### src/rtl/scl_gen_pkg.sv
// Package scl_gen_pkg
// Shared state encoding and phase pad constants for the SCL generator.
// Assumes: pad values are small constants fixed by the timing rule.
package scl_gen_pkg;

    typedef enum logic [1:0] {
        ST_IDLE = 2'd0,
        ST_LOW  = 2'd1,
        ST_HIGH = 2'd2
    } scl_state_e;

    localparam int unsigned PAD_P0   = 7;
    localparam int unsigned PAD_P1   = 6;
    localparam int unsigned PAD_PMIN = 5;
    localparam int unsigned PAD_W    = 3;

endpackage

### src/rtl/scl_tick_prescaler.sv
// Module scl_tick_prescaler
// Produces one tick every div+1 clocks while not held.
// Assumes: div only changes while held or in the cycle the counter wraps.
module scl_tick_prescaler #(
    parameter int unsigned PSC_W = 8
) (
    input  logic             clk,
    input  logic             rst_n,
    input  logic             hold,
    input  logic [PSC_W-1:0] div,
    output logic             tick
);

    logic [PSC_W-1:0] cnt_q;

    // Tick when the counter has reached the divide value.
    assign tick = !hold && (cnt_q == div);

    // Counter runs 0..div and restarts; cleared while held.
    always_ff @(posedge clk) begin
        if (!rst_n || hold) begin
            cnt_q <= '0;
        end else if (cnt_q == div) begin
            cnt_q <= '0;
        end else begin
            cnt_q <= cnt_q + PSC_W'(1);
        end
    end

    // the count never passes the divide value, so ticks are evenly spaced
    psc_bound_chk: assert property (@(posedge clk) disable iff (!rst_n)
        cnt_q <= div)
        else $error("prescaler count beyond divide value");

endmodule

### src/rtl/scl_phase_timer.sv
// Module scl_phase_timer
// Counts prescaler ticks and flags the last tick of a phase of len ticks.
// Assumes: len >= 1 and len only changes when the count is zero.
module scl_phase_timer #(
    parameter int unsigned LEN_W = 17
) (
    input  logic             clk,
    input  logic             rst_n,
    input  logic             hold,
    input  logic             tick,
    input  logic [LEN_W-1:0] len,
    output logic             last
);

    logic [LEN_W-1:0] cnt_q;
    logic             at_end;

    // The phase ends on the tick that would take the count to len.
    assign at_end = (cnt_q == (len - LEN_W'(1)));
    assign last   = tick && at_end;

    // Tick counter, restarted at each phase end and while held.
    always_ff @(posedge clk) begin
        if (!rst_n || hold) begin
            cnt_q <= '0;
        end else if (tick) begin
            cnt_q <= at_end ? '0 : cnt_q + LEN_W'(1);
        end
    end

    // the tick count stays below the phase length
    phase_bound_chk: assert property (@(posedge clk) disable iff (!rst_n)
        cnt_q < len)
        else $error("phase count reached its length");

endmodule

### src/rtl/scl_clock_gen.sv
// Module scl_clock_gen
// I2C master SCL generator: prescaled tick, padded low and high phases,
// one-cycle phase-end strobes. Divider inputs are captured at low-phase entry.
// Assumes: run_en clear means the controller is in reset; no clock stretching.
module scl_clock_gen
    import scl_gen_pkg::*;
#(
    parameter int unsigned PSC_W = 8,
    parameter int unsigned DIV_W = 16
) (
    input  logic             clk,
    input  logic             rst_n,
    input  logic             run_en,
    input  logic             gen_en,
    input  logic [PSC_W-1:0] psc_val,
    input  logic [DIV_W-1:0] lo_div,
    input  logic [DIV_W-1:0] hi_div,
    output logic             scl_o,
    output logic             lo_done,
    output logic             hi_done
);

    localparam int unsigned LEN_W = DIV_W + 1;

    scl_state_e       state_q;
    logic [PSC_W-1:0] psc_s;
    logic [DIV_W-1:0] lo_s;
    logic [DIV_W-1:0] hi_s;
    logic [PAD_W-1:0] pad;
    logic [LEN_W-1:0] lo_len;
    logic [LEN_W-1:0] hi_len;
    logic [LEN_W-1:0] cur_len;
    logic             hold;
    logic             tick;
    logic             phase_last;

    // Pad chosen from the captured prescaler value.
    always_comb begin
        if (psc_s == '0) begin
            pad = PAD_W'(PAD_P0);
        end else if (psc_s == PSC_W'(1)) begin
            pad = PAD_W'(PAD_P1);
        end else begin
            pad = PAD_W'(PAD_PMIN);
        end
    end

    // Phase lengths in ticks, and the one the timer is counting.
    assign lo_len  = {1'b0, lo_s} + LEN_W'(pad);
    assign hi_len  = {1'b0, hi_s} + LEN_W'(pad);
    assign cur_len = (state_q == ST_LOW) ? lo_len : hi_len;
    assign hold    = !run_en || (state_q == ST_IDLE);

    scl_tick_prescaler #(
        .PSC_W (PSC_W)
    ) u_psc (
        .clk   (clk),
        .rst_n (rst_n),
        .hold  (hold),
        .div   (psc_s),
        .tick  (tick)
    );

    scl_phase_timer #(
        .LEN_W (LEN_W)
    ) u_phase (
        .clk   (clk),
        .rst_n (rst_n),
        .hold  (hold),
        .tick  (tick),
        .len   (cur_len),
        .last  (phase_last)
    );

    // Phase sequencer: drives SCL, strobes and divider capture.
    always_ff @(posedge clk) begin
        if (!rst_n) begin
            state_q <= ST_IDLE;
            scl_o   <= 1'b1;
            lo_done <= 1'b0;
            hi_done <= 1'b0;
            psc_s   <= '0;
            lo_s    <= '0;
            hi_s    <= '0;
        end else if (!run_en) begin
            state_q <= ST_IDLE;
            scl_o   <= 1'b1;
            lo_done <= 1'b0;
            hi_done <= 1'b0;
            psc_s   <= psc_val;
            lo_s    <= lo_div;
            hi_s    <= hi_div;
        end else begin
            lo_done <= 1'b0;
            hi_done <= 1'b0;
            case (state_q)
                ST_IDLE: begin
                    if (gen_en) begin
                        state_q <= ST_LOW;
                        scl_o   <= 1'b0;
                        psc_s   <= psc_val;
                        lo_s    <= lo_div;
                        hi_s    <= hi_div;
                    end
                end
                ST_LOW: begin
                    if (phase_last) begin
                        state_q <= ST_HIGH;
                        scl_o   <= 1'b1;
                        lo_done <= 1'b1;
                    end
                end
                ST_HIGH: begin
                    if (phase_last) begin
                        hi_done <= 1'b1;
                        if (gen_en) begin
                            state_q <= ST_LOW;
                            scl_o   <= 1'b0;
                            psc_s   <= psc_val;
                            lo_s    <= lo_div;
                            hi_s    <= hi_div;
                        end else begin
                            state_q <= ST_IDLE;
                        end
                    end
                end
                default: begin
                    state_q <= ST_IDLE;
                    scl_o   <= 1'b1;
                end
            endcase
        end
    end


    lo_strobe_rise_chk: assert property (@(posedge clk) disable iff (!rst_n)
        lo_done |-> $rose(scl_o))
        else $error("low-phase strobe without SCL rising");


    hi_strobe_after_high_chk: assert property (@(posedge clk) disable iff (!rst_n)
        hi_done |-> $past(scl_o))
        else $error("high-phase strobe without a preceding high level");


    run_off_idle_chk: assert property (@(posedge clk) disable iff (!rst_n)
        !run_en |=> (scl_o && !lo_done && !hi_done))
        else $error("generator active while run bit clear");

endmodule

### config.mk
export PLATFORM = sky130hd
export DESIGN_NAME = scl_clock_gen
export DESIGN_NICKNAME = d
export VERILOG_FILES = /design/src/rtl/scl_gen_pkg.sv /design/src/rtl/scl_tick_prescaler.sv /design/src/rtl/scl_phase_timer.sv /design/src/rtl/scl_clock_gen.sv
export SDC_FILE = /design/constraint.sdc
export NUM_CORES = 1
export LEC_CHECK = 0
export BUFFER_PORTS_ARGS = -buffer_cell sky130_fd_sc_hd__buf_2
export CORE_AREA = 2 2 105 107
export CTS_BUF_LIST = sky130_fd_sc_hd__clkbuf_4
export DETAILED_ROUTE_END_ITERATION = 10
export DIE_AREA = 0 0 107 109
export HOLD_SLACK_MARGIN = 0.06
export REMOVE_ABC_BUFFERS = 1
export SLEW_MARGIN = 10
export SYNTH_ARGS = -nofsm -noshare
export SYNTH_HDL_FRONTEND = slang
export SYNTH_SLANG_ARGS = --single-unit
### constraint.sdc
create_clock -name clk -period 6.8 [get_ports clk]
set_clock_uncertainty 0.2 [all_clocks]
set_input_delay 0.34 -clock clk [delete_from_list [all_inputs] [get_ports clk]]
set_output_delay 0.34 -clock clk [all_outputs]
set_load 0.05 [all_outputs]
; ---- After elaboration in Yosys (flattened, before gate mapping)
; Index checks and enable logic that the tools add are counted.
[word_totals]
register_bits = 70
latch_bits = 0
mem_bits_rw = 0
rom_bits = 0
inputBits = 44
output_inout_bits = 3
word_cells = 66
memories = 0
[classes]
n_addsub = 5
multipliers = 0
div_mod_pow = 0
magnitude_cmp = 0
eq_ne = 10
n_shift = 0
mux = 26
bitwise_logic = 0
n_reduce_logical = 16
[op_table]
columns = op, n
row1 = $mux W16, 6
row2 = $pmux W16 S2, 2
row3 = $add A16 B3 Y17, 2
row4 = $mux W17, 2
row5 = $mux W8, 3
row6 = $add A17 B1 Y17 const B, 1
row7 = $eq A17 B17 Y1, 1
row8 = $sub A17 B1 Y17 const B, 1
row9 = $pmux W8 S2, 1
row10 = $mux W2, 5
row11 = $reduce_and A3 Y1, 3
row12 = $add A8 B1 Y8 const B, 1
row13 = $eq A8 B1 Y1 const B, 1
row14 = $eq A8 B8 Y1, 1
row15 = $logic_not A8 Y1, 1
row16 = $ne A2 B2 Y1 const B, 3
row17 = $pmux W2 S3, 1
row18 = $reduce_and A2 Y1, 3
row19 = $mux W1, 5
row20 = $logic_not A1 Y1, 3
row21 = $ne A3 B1 Y1 const B, 1
row22 = $ne A3 B3 Y1 const B, 1
row23 = $pmux W1 S3, 1
row24 = $eq A2 B1 Y1 const B, 1
row25 = other kinds (5), 7

; ---- Logic depth before layout (Yosys ltp)
; Gate-level depths: netlist of the first run.
[depth]
word_depth = 11
mapped_depth = 25
depth_no_buf = 17

; ---- Cells and area by module
; Synthesis of the first run repeated with hierarchy kept, for this count alone.
[unflattened]
hier_cells = 535
hier_area_um2 = 4390.5
[by_module_without_submodules]
columns = module, instances, cells_each, area_each_um2, seq_area_each_um2
row1 = scl_clock_gen, 1, 297, 2403.6, 900.9
row2 = scl_phase_timer, 1, 192, 1511.4, 340.3
row3 = scl_tick_prescaler, 1, 46, 475.5, 160.2

; ---- Least setup slack after synthesis of the first run
; OpenSTA, ideal clock, no wires.
[synth_timing]
path_type = register to register
start = reg state_q[1]
end = reg hi_s[0]
setup_time_ns = 0.120
t_arrival_ns = 4.876
required_ns = 6.480
slack_ns = 1.605
path_stages_with_launch = 26
n_path_buf = 8
period_less_slack_ns = 5.195
cell_sequence = dfxtp_1 > nand2b_4 > buf_4 > buf_2 > buf_2 > nand2_1 > nand2_1 > ha_1 > inv_1 > fa_1 > clkbuf_1 > inv_1 > a211oi_2 > or3_1 > buf_2 > or3_1 > clkbuf_1 > a211o_1 > and3b_1 > a2111o_1 > a211oi_2 > nand3_2 > o221a_1 > buf_2 > buf_6 > mux2i_1
[synth_via]
elab_chain_len = 7
elab_cells_between_ends = 15
cone_classes = add/sub: 1 / eq/ne: 5 / mux: 3 / reduce/logical: 6
[synth_rtl]
columns = item, line
row1 = from (decl), scl_clock_gen.sv:25  ; scl_state_e state_q;
row2 = from (signal assigned), scl_clock_gen.sv:78  ; state_q <= ST_IDLE;
row3 = from (signal assigned), scl_clock_gen.sv:86  ; state_q <= ST_IDLE;
row4 = from (signal assigned), scl_clock_gen.sv:99  ; state_q <= ST_LOW;
row5 = $eq A2 B1 Y1 / $logic_not A2 Y1 (equally long branches), "scl_clock_gen.sv:51, scl_clock_gen.sv:52, scl_clock_gen.sv:96"
row6 = $mux W17 / $logic_or A1 B1 Y1 (equally long branches), "scl_clock_gen.sv:51, scl_clock_gen.sv:52"
row7 = $sub A17 B1 Y17 / $logic_not A1 Y1 (equally long branches), "scl_phase_timer.sv:19, scl_tick_prescaler.sv:17"
row8 = $eq A17 B17 Y1 / $logic_and A1 B1 Y1 (equally long branches), "scl_phase_timer.sv:19, scl_tick_prescaler.sv:17"
row9 = $logic_and A1 B1 Y1, scl_phase_timer.sv:20  ; assign last = tick && at_end;
row10 = $ne A3 B3 Y1 (no source line), -
row11 = $reduce_and A2 Y1 (no source line), -
row12 = to (signal assigned), scl_clock_gen.sv:92  ; hi_s <= hi_div;
row13 = to (signal assigned), scl_clock_gen.sv:103  ; hi_s <= hi_div;
row14 = to (signal assigned), scl_clock_gen.sv:121  ; hi_s <= hi_div;
row15 = to (decl), scl_clock_gen.sv:28  ; logic [DIV_W-1:0] hi_s;
; Parallel ways exist; a longest one is shown, timed or not.
; A chain may end at the register's enable or synchronous reset.

; ---- Final worst setup path of the first run
[layout_timing]
start = reg psc_s[3]
end = reg hi_s[13]
[layout_via]
elab_chain_len = 10
elab_cells_between_ends = 14
cone_classes = add/sub: 3 / eq/ne: 4 / mux: 3 / reduce/logical: 4
[layout_rtl]
columns = item, line
row1 = from (decl), scl_clock_gen.sv:26  ; logic [PSC_W-1:0] psc_s;
row2 = from (signal assigned), scl_clock_gen.sv:90  ; psc_s <= psc_val;
row3 = from (signal assigned), scl_clock_gen.sv:101  ; psc_s <= psc_val;
row4 = from (signal assigned), scl_clock_gen.sv:119  ; psc_s <= psc_val;
row5 = $eq A8 B1 Y1, scl_clock_gen.sv:41  ; end else if (psc_s == PSC_W'(1)) begin
row6 = $mux W2, scl_clock_gen.sv:41
row7 = $mux W2, scl_clock_gen.sv:39  ; if (psc_s == '0) begin
row8 = $add A16 B3 Y17 (on tied branches), "scl_clock_gen.sv:50, scl_clock_gen.sv:49"
row9 = $mux W17, scl_clock_gen.sv:51  ; assign cur_len = (state_q == ST_LOW) ? lo_len : hi_len;
row10 = $sub A17 B1 Y17, scl_phase_timer.sv:19  ; assign at_end = (cnt_q == (len - LEN_W'(1)));
row11 = $eq A17 B17 Y1, scl_phase_timer.sv:19
row12 = $logic_and A1 B1 Y1 *, scl_phase_timer.sv:20
row13 = $ne A3 B3 Y1 (no source line) *, -
row14 = $reduce_and A2 Y1 (no source line) *, -
; Mark *: on every way between the ends. The rest lies on a longest branch, timed or not.

==> flow_metrics.env, run 1 <==
export IMPL_grt_met3_usage_pct=2.87
export IMPL_worstMarginPinSlew_ns=0.753
export IMPL_wl_per_cell_um=13.5
export IMPL_synth_ff_type="dfxtp_1"
export IMPL_relSlewSlack_pct=49.8
export IMPL_period_minus_slack_ns=5.70
export IMPL_status="completed"
export IMPL_portBuffers=46
export IMPL_min_path_type="reg2reg"
export IMPL_drc=0
export IMPL_grt_pass1_vias=3947
export IMPL_start_util_pct=43.7
export IMPL_dieArea_mm2=0.0117
export IMPL_vdd_drop_max_v=0.0000887
export IMPL_tns_ns=0
export IMPL_r2r_start="psc_s[3]"
export IMPL_max_freq_ghz=0.175
export IMPL_start_kind="flop"
export IMPL_worst_r2r_endpoint="hi_s[13]"
export IMPL_overflow=0
export IMPL_antenna_diode_count=0
export IMPL_pin_count=47
export IMPL_drtIter0Drc=163
export IMPL_crit_arrival_ns=5.85
export IMPL_design_core_area_mm2=0.0106
export IMPL_row_count=38
export IMPL_place_area_mm2=0.00494
export IMPL_setup_viol=0
export IMPL_die_w_um=107
export IMPL_seq_area_frac_synth_pct=30.3
export IMPL_ctsResizeCount=0
export IMPL_cts_root_buf="clkbuf_4"
export IMPL_rsz0062_at_grt="no"
export IMPL_fin_area_mm2=0.00547
export IMPL_path_clk_slew_ns=0.12
export IMPL_crit_start="psc_s[3]"
export IMPL_clk_latency_ns=0.43
export IMPL_clk_path_buf_depth=2
export IMPL_critPathRequiredTime_ns=6.94
export IMPL_antenna_found_initial=0
export IMPL_whs_path_depth=2
export IMPL_numCtsBuffers=9
export IMPL_detail_route_antenna_nets=0
export IMPL_hpwl_um=7720
export IMPL_cts_tree="built"
export IMPL_grt_use_total_pct=19.5
export IMPL_max_cap_viol_count=0
export IMPL_grtUsageMet2_pct=31.3
export IMPL_areaGrowthSynthToFinish_pct=18.1
export IMPL_yosys_warnings=0
export IMPL_netlist_area_mm2=0.00463
export IMPL_criticalPathCategory="reg2reg"
export IMPL_drt_total_wl_um=10600
export IMPL_first_pass_iters=4
export IMPL_final_util_pct=51.6
export IMPL_via_count=4099
export IMPL_maxSlewViolCount=0
export IMPL_ff2ff_setup_slack_ns=1.10
export IMPL_synth_distinct_cells=66
export IMPL_synthCells=562
export IMPL_die_h_um=109
export IMPL_grt_busiest_layer="met2"
export IMPL_endpoint_kind="flop"
export IMPL_grtUsageMet1_pct=27.2
export IMPL_critPathMaxFanout=40
export IMPL_async_flop_share_pct=0
export IMPL_p_per_area_mw_per_mm2=160
export IMPL_avgSynthCellArea_um2=8.24
export IMPL_cts_htree_levels=3
export IMPL_place_congestion=0.869
export IMPL_r2r_cells=18
export IMPL_timing_final_crit_share_pct=83.9
export IMPL_hold_viol=0
export IMPL_synth_edf_count=0
export IMPL_ys_ff_latch=70
export IMPL_p_leak_nw=2.10
export IMPL_viasPerCell=5.22
export IMPL_grt_max_degree=83
export IMPL_clock_sinks=70
export IMPL_min_delay_worst_endpoint="hi_s[15]"
export IMPL_min_from="hi_s[15]"
export IMPL_grt_pass1_wl_um=18500
export IMPL_drive_above_1_share_pct=13.2
export IMPL_final_nets=691
==> kinds of logic after synthesis <==
logic type,synth area share (%)
XOR/XNOR,12.4
multiplexers,12.9
AO/OA/AOI/OAI,10.8
AND/OR/NAND/NOR,27.4
buffers and inverters,4.38
adder cells (fa/ha/maj),1.78
flip-flops,30.3
==> synth_stat cells, types with 5 or more instances <==
cell	n	share of area (%)
o21ai_0	7	0.76
or3_1	13	1.8
nor2b_1	5	0.68
nand3_1	14	1.5
o211ai_1	8	1.3
xnor2_1	40	7.6
nand2_1	113	9.2
mux2i_1	56	12
and3_1	11	1.5
buf_2	6	0.65
clkbuf_1	14	1.1
a211oi_1	9	1.5
a21oi_1	5	0.54
inv_1	15	1.2
nor4_1	10	1.4
nand4_1	7	0.95
ha_1	5	1.4
dfxtp_1	70	30
xor2_1	18	3.4
nor2_1	44	3.6
nor3_1	13	1.4
==> worst max-delay path, stage by stage (launching register included) <==
cell      delay (ns)
dfxtp_1         0.34
or4_1           0.52
nor4_1          0.38
nand2_1         0.11
ha_1            0.23
inv_1           0.07
fa_1            0.32
inv_1           0.15
a211oi_2        0.31
o311ai_0        0.23
and2_1          0.30
or4b_2          0.67
and4b_1         0.22
nor3_1          0.28
a211oi_2        0.07
nand3_2         0.16
o221a_2         0.21
buf_4           0.52
mux2i_1         0.28
==> where the power goes <==
group / switching, mW / leakage, nW / internal, mW
Sequential: 0.0161 / 0.574 / 0.428
Combinational: 0.110 / 1.47 / 0.0944
Clock: 0.157 / 0.0514 / 0.0715
==> layer usage <==
| metal | wire [µm] | share of wire, % |
|---|---|---|
| met1 | 5370 | 51 |
| met2 | 4740 | 45 |
| met3 | 364 | 3.4 |
| met4 | 110 | 1.0 |
| met5 | 0 | 0 |
==> layout by cell type (no fill, tap or decap), types with 8 or more instances in the layout <==
cell type / Yosys / routed
nand2_1: 113 / 113
dfxtp_1: 70 / 70
mux2i_1: 56 / 56
buf_2: 6 / 46
nor2_1: 44 / 44
dlygate4sd3_1: 0 / 42
xnor2_1: 40 / 40
xor2_1: 18 / 18
inv_1: 15 / 15
nand3_1: 14 / 14
or3_1: 13 / 13
nor3_1: 13 / 13
and3_1: 11 / 11
nor4_1: 10 / 10
a211oi_1: 9 / 9
clkbuf_4: 0 / 9
o211ai_1: 8 / 8
==> flip-flops by register name, summed over array words and instances, names as in the netlist, 2 cells and up <==
| name | flops |
|---|---|
| u_phase.cnt_q | 17 |
| hi_s | 16 |
| lo_s | 16 |
| psc_s | 8 |
| u_psc.cnt_q | 8 |
| state_q | 2 |
==> worst max path at each step <==
stage / to / slack [ns] / depth (start not counted)
detailed placement: hi_s[13] / 1.05 / 18
floorplan: hi_s[0] / 0.90 / 17
global placement: lo_s[8] / 1.28 / 18
global route: lo_s[15] / 0.72 / 18
finish: hi_s[13] / 1.10 / 18
CTS: hi_s[13] / 1.07 / 18
==> cell type report <==
class	instances	area, µm²
Inverter	15	56.3
Clock buffer	9	67.6
Clock inverter	6	40.0
Tap cell	140	175
Timing Repair Buffer	95	703
Fill cell	1033	5130
Multi-Input combinational cell	450	3030
Sequential cell	70	1400
==> metrics by stage <==
stage	power (mW)	hold slack, ns	setup WS (ns)	instances
6_report	0.877	0.271	1.10	785
2_1_floorplan	0.585	0.237	0.904	535
4_1_cts	0.887	0.275	1.07	785
3_3_place_gp	0.633	0.245	1.28	728
3_5_place_dp	0.639	0.254	1.05	728
5_1_grt	0.928	0.288	0.719	785
==> timing repair <==
item,CTS,global route
setup buffers,0,0
hold buffers,42,0
hold endpoints to repair,42,0
Note: power is estimated with default switching activity, not from simulation.
==> run 2, diff against run 1 <==
--- a/config.mk
+++ b/config.mk
@@ -5,11 +5,12 @@
 export SDC_FILE = /design/constraint.sdc
 export NUM_CORES = 1
 export LEC_CHECK = 0
+export ABC_AREA = 1
 export BUFFER_PORTS_ARGS = -buffer_cell sky130_fd_sc_hd__buf_2
-export CORE_AREA = 2 2 105 107
+export CORE_AREA = 2 2 109 111
 export CTS_BUF_LIST = sky130_fd_sc_hd__clkbuf_4
 export DETAILED_ROUTE_END_ITERATION = 10
-export DIE_AREA = 0 0 107 109
+export DIE_AREA = 0 0 111 113
 export HOLD_SLACK_MARGIN = 0.06
 export REMOVE_ABC_BUFFERS = 1
 export SLEW_MARGIN = 10
==> constraint.sdc (replaced) <==
create_clock -name clk -period 5 [get_ports clk]
set_clock_uncertainty 0.2 [all_clocks]
set_input_delay 0.25 -clock clk [delete_from_list [all_inputs] [get_ports clk]]
set_output_delay 0.25 -clock clk [all_outputs]
set_load 0.05 [all_outputs]
==> run 2 against run 1 <==
Compared with the run above:
- combinational power up 66%
- wire length up 12%
- via count up 20%
- setup slack lost 0.65 ns
- largest power group unchanged
==> flow_metrics.env, run 2 <==
export IMPL_pin_count=47
export IMPL_die_w_um=111
export IMPL_cts_htree_levels=3
export IMPL_ys_ff_latch=70
export IMPL_final_cells=1016
export IMPL_min_from="run_en"
export IMPL_post_synth_top_count_cell="nand2_1"
export IMPL_max_cap_viol_count=0
export IMPL_die_h_um=113
export IMPL_place_congestion=0.865
export IMPL_synthCells=796
export IMPL_ff2ff_setup_slack_ns=0.44
export IMPL_start_kind="flop"
export IMPL_areaGrowthSynthToFinish_pct=15.7
export IMPL_tns_ns=0
export IMPL_grt_pass1_vias=4699
export IMPL_mostFrequentLayoutCell="nand2_1"
export IMPL_portBuffers=46
export IMPL_dieArea_mm2=0.0125
export IMPL_synth_top_area_share_pct=27.9
export IMPL_hold_viol=0
export IMPL_mostFrequentLayoutCells="nand2_1 (213), inv_1 (99), nor2_1 (96), nand3_1 (86), dfxtp_1 (70)"
export IMPL_regMostFlops="u_phase.cnt_q"
export IMPL_drtIter0Drc=292
export IMPL_start_util_pct=44.5
export IMPL_clock_sinks=70
export IMPL_wl_per_cell_um=11.6
export IMPL_grt_pass1_wl_um=21000
export IMPL_hpwl_um=8560
export IMPL_worst_r2r_endpoint="psc_s[2]"
export IMPL_placed_cells=959
export IMPL_critPathRequiredTime_ns=5.17
export IMPL_design_core_area_mm2=0.0113
export IMPL_drc=0
export IMPL_antenna_diode_count=0
export IMPL_detail_route_antenna_nets=0
export IMPL_cts_tree="built"
export IMPL_first_pass_iters=4
export IMPL_seq_area_frac_synth_pct=27.9
export IMPL_status="completed"
export IMPL_slowest_stage="fa_1"
export IMPL_overflow=0
export IMPL_cpMostUsedCell="nand2_1"
export IMPL_post_cts_buffers=0
export IMPL_largestRegisters="u_phase.cnt_q: 17 flops, hi_s: 16 flops, lo_s: 16 flops"
export IMPL_timing_final_crit_share_pct=91.1
export IMPL_netlist_area_mm2=0.00502
export IMPL_cp_top_family="simple AND/OR/NAND/NOR gates"
export IMPL_max_freq_ghz=0.219
export IMPL_path_clk_slew_ns=0.11
export IMPL_endpoint_kind="flop"
export IMPL_via_count=4935
export IMPL_antenna_found_initial=0
export IMPL_yosys_warnings=0
export IMPL_crit_arrival_ns=4.73
export IMPL_vdd_drop_max_v=0.000153
export IMPL_worstMarginPinSlew_ns=0.871
export IMPL_grt_use_total_pct=19.9
export IMPL_synth_distinct_cells=35
export IMPL_cp_num_buf_inv=3
export IMPL_relSlewSlack_pct=41.9
export IMPL_r2r_cells=25
export IMPL_cts_root_buf="clkbuf_4"
export IMPL_largest_reg_flops=17
export IMPL_synth_ff_type="dfxtp_1"
export IMPL_synth_area_leaders="dfxtp_1 (28%), nand2_1 (16%), nand3_1 (8.6%)"
export IMPL_critPathMaxFanout=44
export IMPL_clk_latency_ns=0.44
export IMPL_synth_edf_count=0
export IMPL_min_delay_worst_endpoint="u_phase.cnt_q[1]"
export IMPL_final_nets=918
export IMPL_period_minus_slack_ns=4.56
export IMPL_avgSynthCellArea_um2=6.30
export IMPL_r2r_start="state_q[1]"
export IMPL_final_util_pct=51.5
export IMPL_async_flop_share_pct=0
export IMPL_clk_path_buf_depth=2
export IMPL_p_leak_nw=2.64
export IMPL_criticalPathCategory="reg2reg"
export IMPL_numCtsBuffers=9
export IMPL_drive_above_1_share_pct=16.4
export IMPL_maxSlewViolCount=0
export IMPL_worst_path_stages=25
export IMPL_drt_total_wl_um=11800
export IMPL_grt_max_degree=82
export IMPL_crit_path_max_incr_delay_ns=0.50
export IMPL_min_path_type="in2reg"
export IMPL_yosys_area_top_type="dfxtp_1"
export IMPL_viasPerCell=4.86
export IMPL_p_per_area_mw_per_mm2=225
export IMPL_row_count=39
export IMPL_synth_cells_most_frequent="nand2_1 (213), inv_1 (99), nor2_1 (96), nand3_1 (86), dfxtp_1 (70)"
export IMPL_whs_path_depth=4
export IMPL_setup_viol=0
run 2: worst min-delay path, stage by stage:
cell	delay [ns]
buf_2	0.12
o21a_1	0.16
nand2_1	0.10
a21oi_1	0.04
run 2: how the worst max path moves through the flow:
stage	from	endpoint
final	state_q[1]	psc_s[2]
after detailed placement	state_q[1]	psc_s[4]
after floorplan	state_q[0]	hi_s[0]
after CTS	state_q[1]	psc_s[7]
after global placement	state_q[1]	psc_s[0]
after global routing	state_q[1]	psc_s[1]
run 2: repair_timing:
item,in CTS,in global routing
setup endpoints to repair,0,22
endpoints found under the hold margin,41,0
gates resized for setup,0,4
hold buffers,41,0
run 2: final cells by class:
class	instances	area (µm²)
Clock buffer	9	67.6
Clock inverter	7	65.1
Fill cell	1151	5470
Inverter	102	383
Multi-Input combinational cell	595	3030
Sequential cell	70	1400
Tap cell	143	179
Timing Repair Buffer	90	676
run 2: per-stage QoR:
stage               area (µm²)  power [mW]  hold slack (ns)  setup slack, ns
floorplan                 4800       0.839            0.171            0.894
global placement          5250       0.919            0.257            0.503
detailed placement        5250       0.927            0.249            0.345
CTS                       5790        1.32           0.0638            0.325
global route              5800        1.40           0.0826         -0.00486
finish                    5800        1.31           0.0796            0.443
run 2: cell families after synthesis:
family,after synthesis,synth area share (%)
DFF,70,27.9
xor gates and xnor gates,23,4.01
adders and majority gates,6,1.65
buffers and inverters,131,11.9
and+or+nand+nor,494,47.1
AOI/OAI and AO/OA,72,7.40
run 2: power breakdown:
part / internal, mW / switching (mW) / leakage [nW]
combinational: 0.131 / 0.210 / 2.00
sequential: 0.584 / 0.0166 / 0.575
clock: 0.148 / 0.217 / 0.0647
run 2: per-layer routing:
metal / track usage [%] / wire, µm / vias to the layer above
met5: 0 / 0 / -
met4: 7.33 / 137 / 0
met3: 2.57 / 397 / 12
met2: 32.2 / 5390 / 76
met1: 27.3 / 5920 / 2199
li1: - / - / 2648
==> run 3, diff against run 2 <==
==> constraint.sdc (replaced) <==
create_clock -name clk -period 5 [get_ports clk]
set_clock_uncertainty 0.2 [all_clocks]
set_input_delay 1.5 -clock clk [delete_from_list [all_inputs] [get_ports clk]]
set_output_delay 1.5 -clock clk [all_outputs]
set_load 0.05 [all_outputs]
==> run 3 against run 2 <==
Compared with the run above:
- final cell count decreased by 4.1%
- largest cell class unchanged
- core utilization decreased by 3.7 points
- die area unchanged
==> flow_metrics.env, run 3 (same netlist as run 2, synthesis figures left out) <==
export IMPL_place_area_mm2=0.00525
export IMPL_rsz0062_at_grt="no"
export IMPL_p_leak_nw=2.48
export IMPL_antenna_diode_count=0
export IMPL_clk_path_buf_depth=2
export IMPL_start_kind="flop"
export IMPL_period_minus_slack_ns=4.53
export IMPL_drt_total_wl_um=11500
export IMPL_max_cap_viol_count=0
export IMPL_worst_r2r_endpoint="hi_s[4]"
export IMPL_grt_use_total_pct=19.3
export IMPL_cts_tree="built"
export IMPL_detail_route_antenna_nets=0
export IMPL_areaGrowthSynthToFinish_pct=7.43
export IMPL_viasPerCell=4.94
export IMPL_cp_cell_sequence="inv_2, nand2_8, o21ai_1, ha_1, inv_1, fa_1, ha_1, nand3_1, nor2_1, nand2_1, nor2_4, nand3_2, nor2_2, nand3_1, nand2_1, nand2_1, nor2_2, nand4_2, nand2_2, nand2_8, buf_12, a21oi_1, nor2_1"
export IMPL_clk_latency_ns=0.44
export IMPL_criticalPathCategory="reg2reg"
export IMPL_drive_above_1_share_pct=17.2
export IMPL_status="completed"
export IMPL_cts_htree_levels=3
export IMPL_setup_viol=0
export IMPL_tns_ns=0
export IMPL_timing_final_crit_share_pct=90.7
export IMPL_relSlewSlack_pct=41.5
export IMPL_path_clk_slew_ns=0.11
export IMPL_placed_cells=960
export IMPL_fin_area_mm2=0.00539
export IMPL_drtIter0Drc=225
export IMPL_pin_count=47
export IMPL_die_h_um=113
export IMPL_whs_path_depth=2
export IMPL_via_count=4816
export IMPL_vdd_drop_max_v=0.000126
export IMPL_min_from="scl_o"
export IMPL_crit_arrival_ns=4.67
export IMPL_first_pass_iters=4
export IMPL_numCtsBuffers=9
export IMPL_fin_hold_ws_ns=0.259
export IMPL_design_core_area_mm2=0.0113
export IMPL_clock_sinks=70
export IMPL_p_per_area_mw_per_mm2=236
export IMPL_antenna_found_initial=0
export IMPL_die_w_um=111
export IMPL_r2r_cells=23
export IMPL_grt_max_degree=82
export IMPL_final_nets=878
export IMPL_drc=0
export IMPL_critPathMaxFanout=44
export IMPL_slowest_stage="fa_1"
export IMPL_min_delay_worst_endpoint="scl_o"
export IMPL_mostFrequentLayoutCells="nand2_1 (213), inv_1 (99), nor2_1 (96), nand3_1 (86), dfxtp_1 (70)"
export IMPL_grt_pass1_wl_um=20100
export IMPL_place_congestion=0.914
export IMPL_portBuffers=46
export IMPL_max_freq_ghz=0.221
export IMPL_post_cts_buffers=0
export IMPL_final_cells=974
export IMPL_hpwl_um=8650
export IMPL_largest_reg_flops=17
export IMPL_critPathRequiredTime_ns=5.14
export IMPL_maxSlewViolCount=0
export IMPL_fillers=1144
export IMPL_ff2ff_setup_slack_ns=0.47
export IMPL_min_path_type="reg2reg"
export IMPL_mostFrequentLayoutCell="nand2_1"
export IMPL_largestRegisters="u_phase.cnt_q: 17 flops, hi_s: 16 flops, lo_s: 16 flops"
export IMPL_cpMostUsedCell="nand2_1"
export IMPL_regMostFlops="u_phase.cnt_q"
export IMPL_start_util_pct=44.5
export IMPL_crit_path_max_incr_delay_ns=0.49
export IMPL_hold_viol=0
export IMPL_cp_num_buf_inv=3
export IMPL_worstMarginPinSlew_ns=0.877
export IMPL_endpoint_kind="flop"
export IMPL_dieArea_mm2=0.0125
export IMPL_overflow=0
export IMPL_cts_root_buf="clkbuf_4"
export IMPL_row_count=39
export IMPL_cp_top_family="simple AND/OR/NAND/NOR gates"
export IMPL_grt_pass1_vias=4391
export IMPL_wl_per_cell_um=11.8
export IMPL_r2r_start="state_q[1]"
[run 3: cell count changes in the layout (fill, tap and decap cells not counted), moves of 2 or more]
cell | previous run | this run
clkinv_2 | 0 | 2
clkinvlp_4 | 2 | 0
clkinv_1 | 3 | 1
dlygate4sd3_1 | 41 | 0
[run 3: final cells by class]
class                      instances  area [µm²]  area share, %
clock buffer                       9        67.6           1.25
timing repair buffer              50         273           5.06
inverter                         102         383           7.10
sequential                        70        1400           26.0
clock inverter                     5        52.6          0.975
tap                              143         179           3.32
multi-input combinational        595        3040           56.3
[run 3: metal layers]
layer / part of all wire (%) / wire length (µm) / global-route usage, % / up-vias
li1: - / - / - / 2569
met5: 0 / 0 / 0 / -
met3: 3.0 / 351 / 3.05 / 14
met1: 50 / 5820 / 26.5 / 2158
met2: 45 / 5200 / 30.8 / 75
met4: 1.5 / 168 / 6.58 / 0
[run 3: worst max-delay path by stage]
stage	from	end	slack (ns)	cells after the start
after floorplan	state_q[0]	hi_s[0]	0.89	21
after global placement	state_q[1]	psc_s[0]	0.55	24
after detailed placement	state_q[1]	hi_s[4]	0.28	23
after CTS	state_q[1]	hi_s[4]	0.24	23
after global routing	state_q[1]	hi_s[5]	0.03	23
final	state_q[1]	hi_s[4]	0.47	23
[run 3: timing repair]
action,CTS,global route
setup endpoints to repair,0,22
hold buffers,0,0
resized for setup,0,3
[run 3: stage by stage]
stage               setup WS, ns  power (mW)  utilization, %
finish                     0.467        1.27            47.8
global route              0.0322        1.36            47.8
CTS                        0.237        1.28            47.7
detailed placement         0.280       0.928            46.6
global placement           0.550       0.920            46.6
floorplan                  0.894       0.839               -
[run 3: worst reg2reg max path, delay by kind of cell, from the launching register on]
family / cells / cell delay [ns]
buffers and inverters: 3 / 0.55
flip-flops: 1 / 0.37
AND/OR/NAND/NOR: 15 / 2.07
AO/OA/AOI/OAI: 2 / 0.38
adder cells (fa/ha/maj): 3 / 0.87
[run 3: power breakdown]
group | leakage, nW | internal (mW) | total [mW] | switching, mW
sequential | 0.575 | 0.584 | 0.600 | 0.0164
combinational | 1.84 | 0.111 | 0.318 | 0.207
clock | 0.0690 | 0.145 | 0.353 | 0.208
total | 2.48 | 0.839 | 1.27 | 0.431
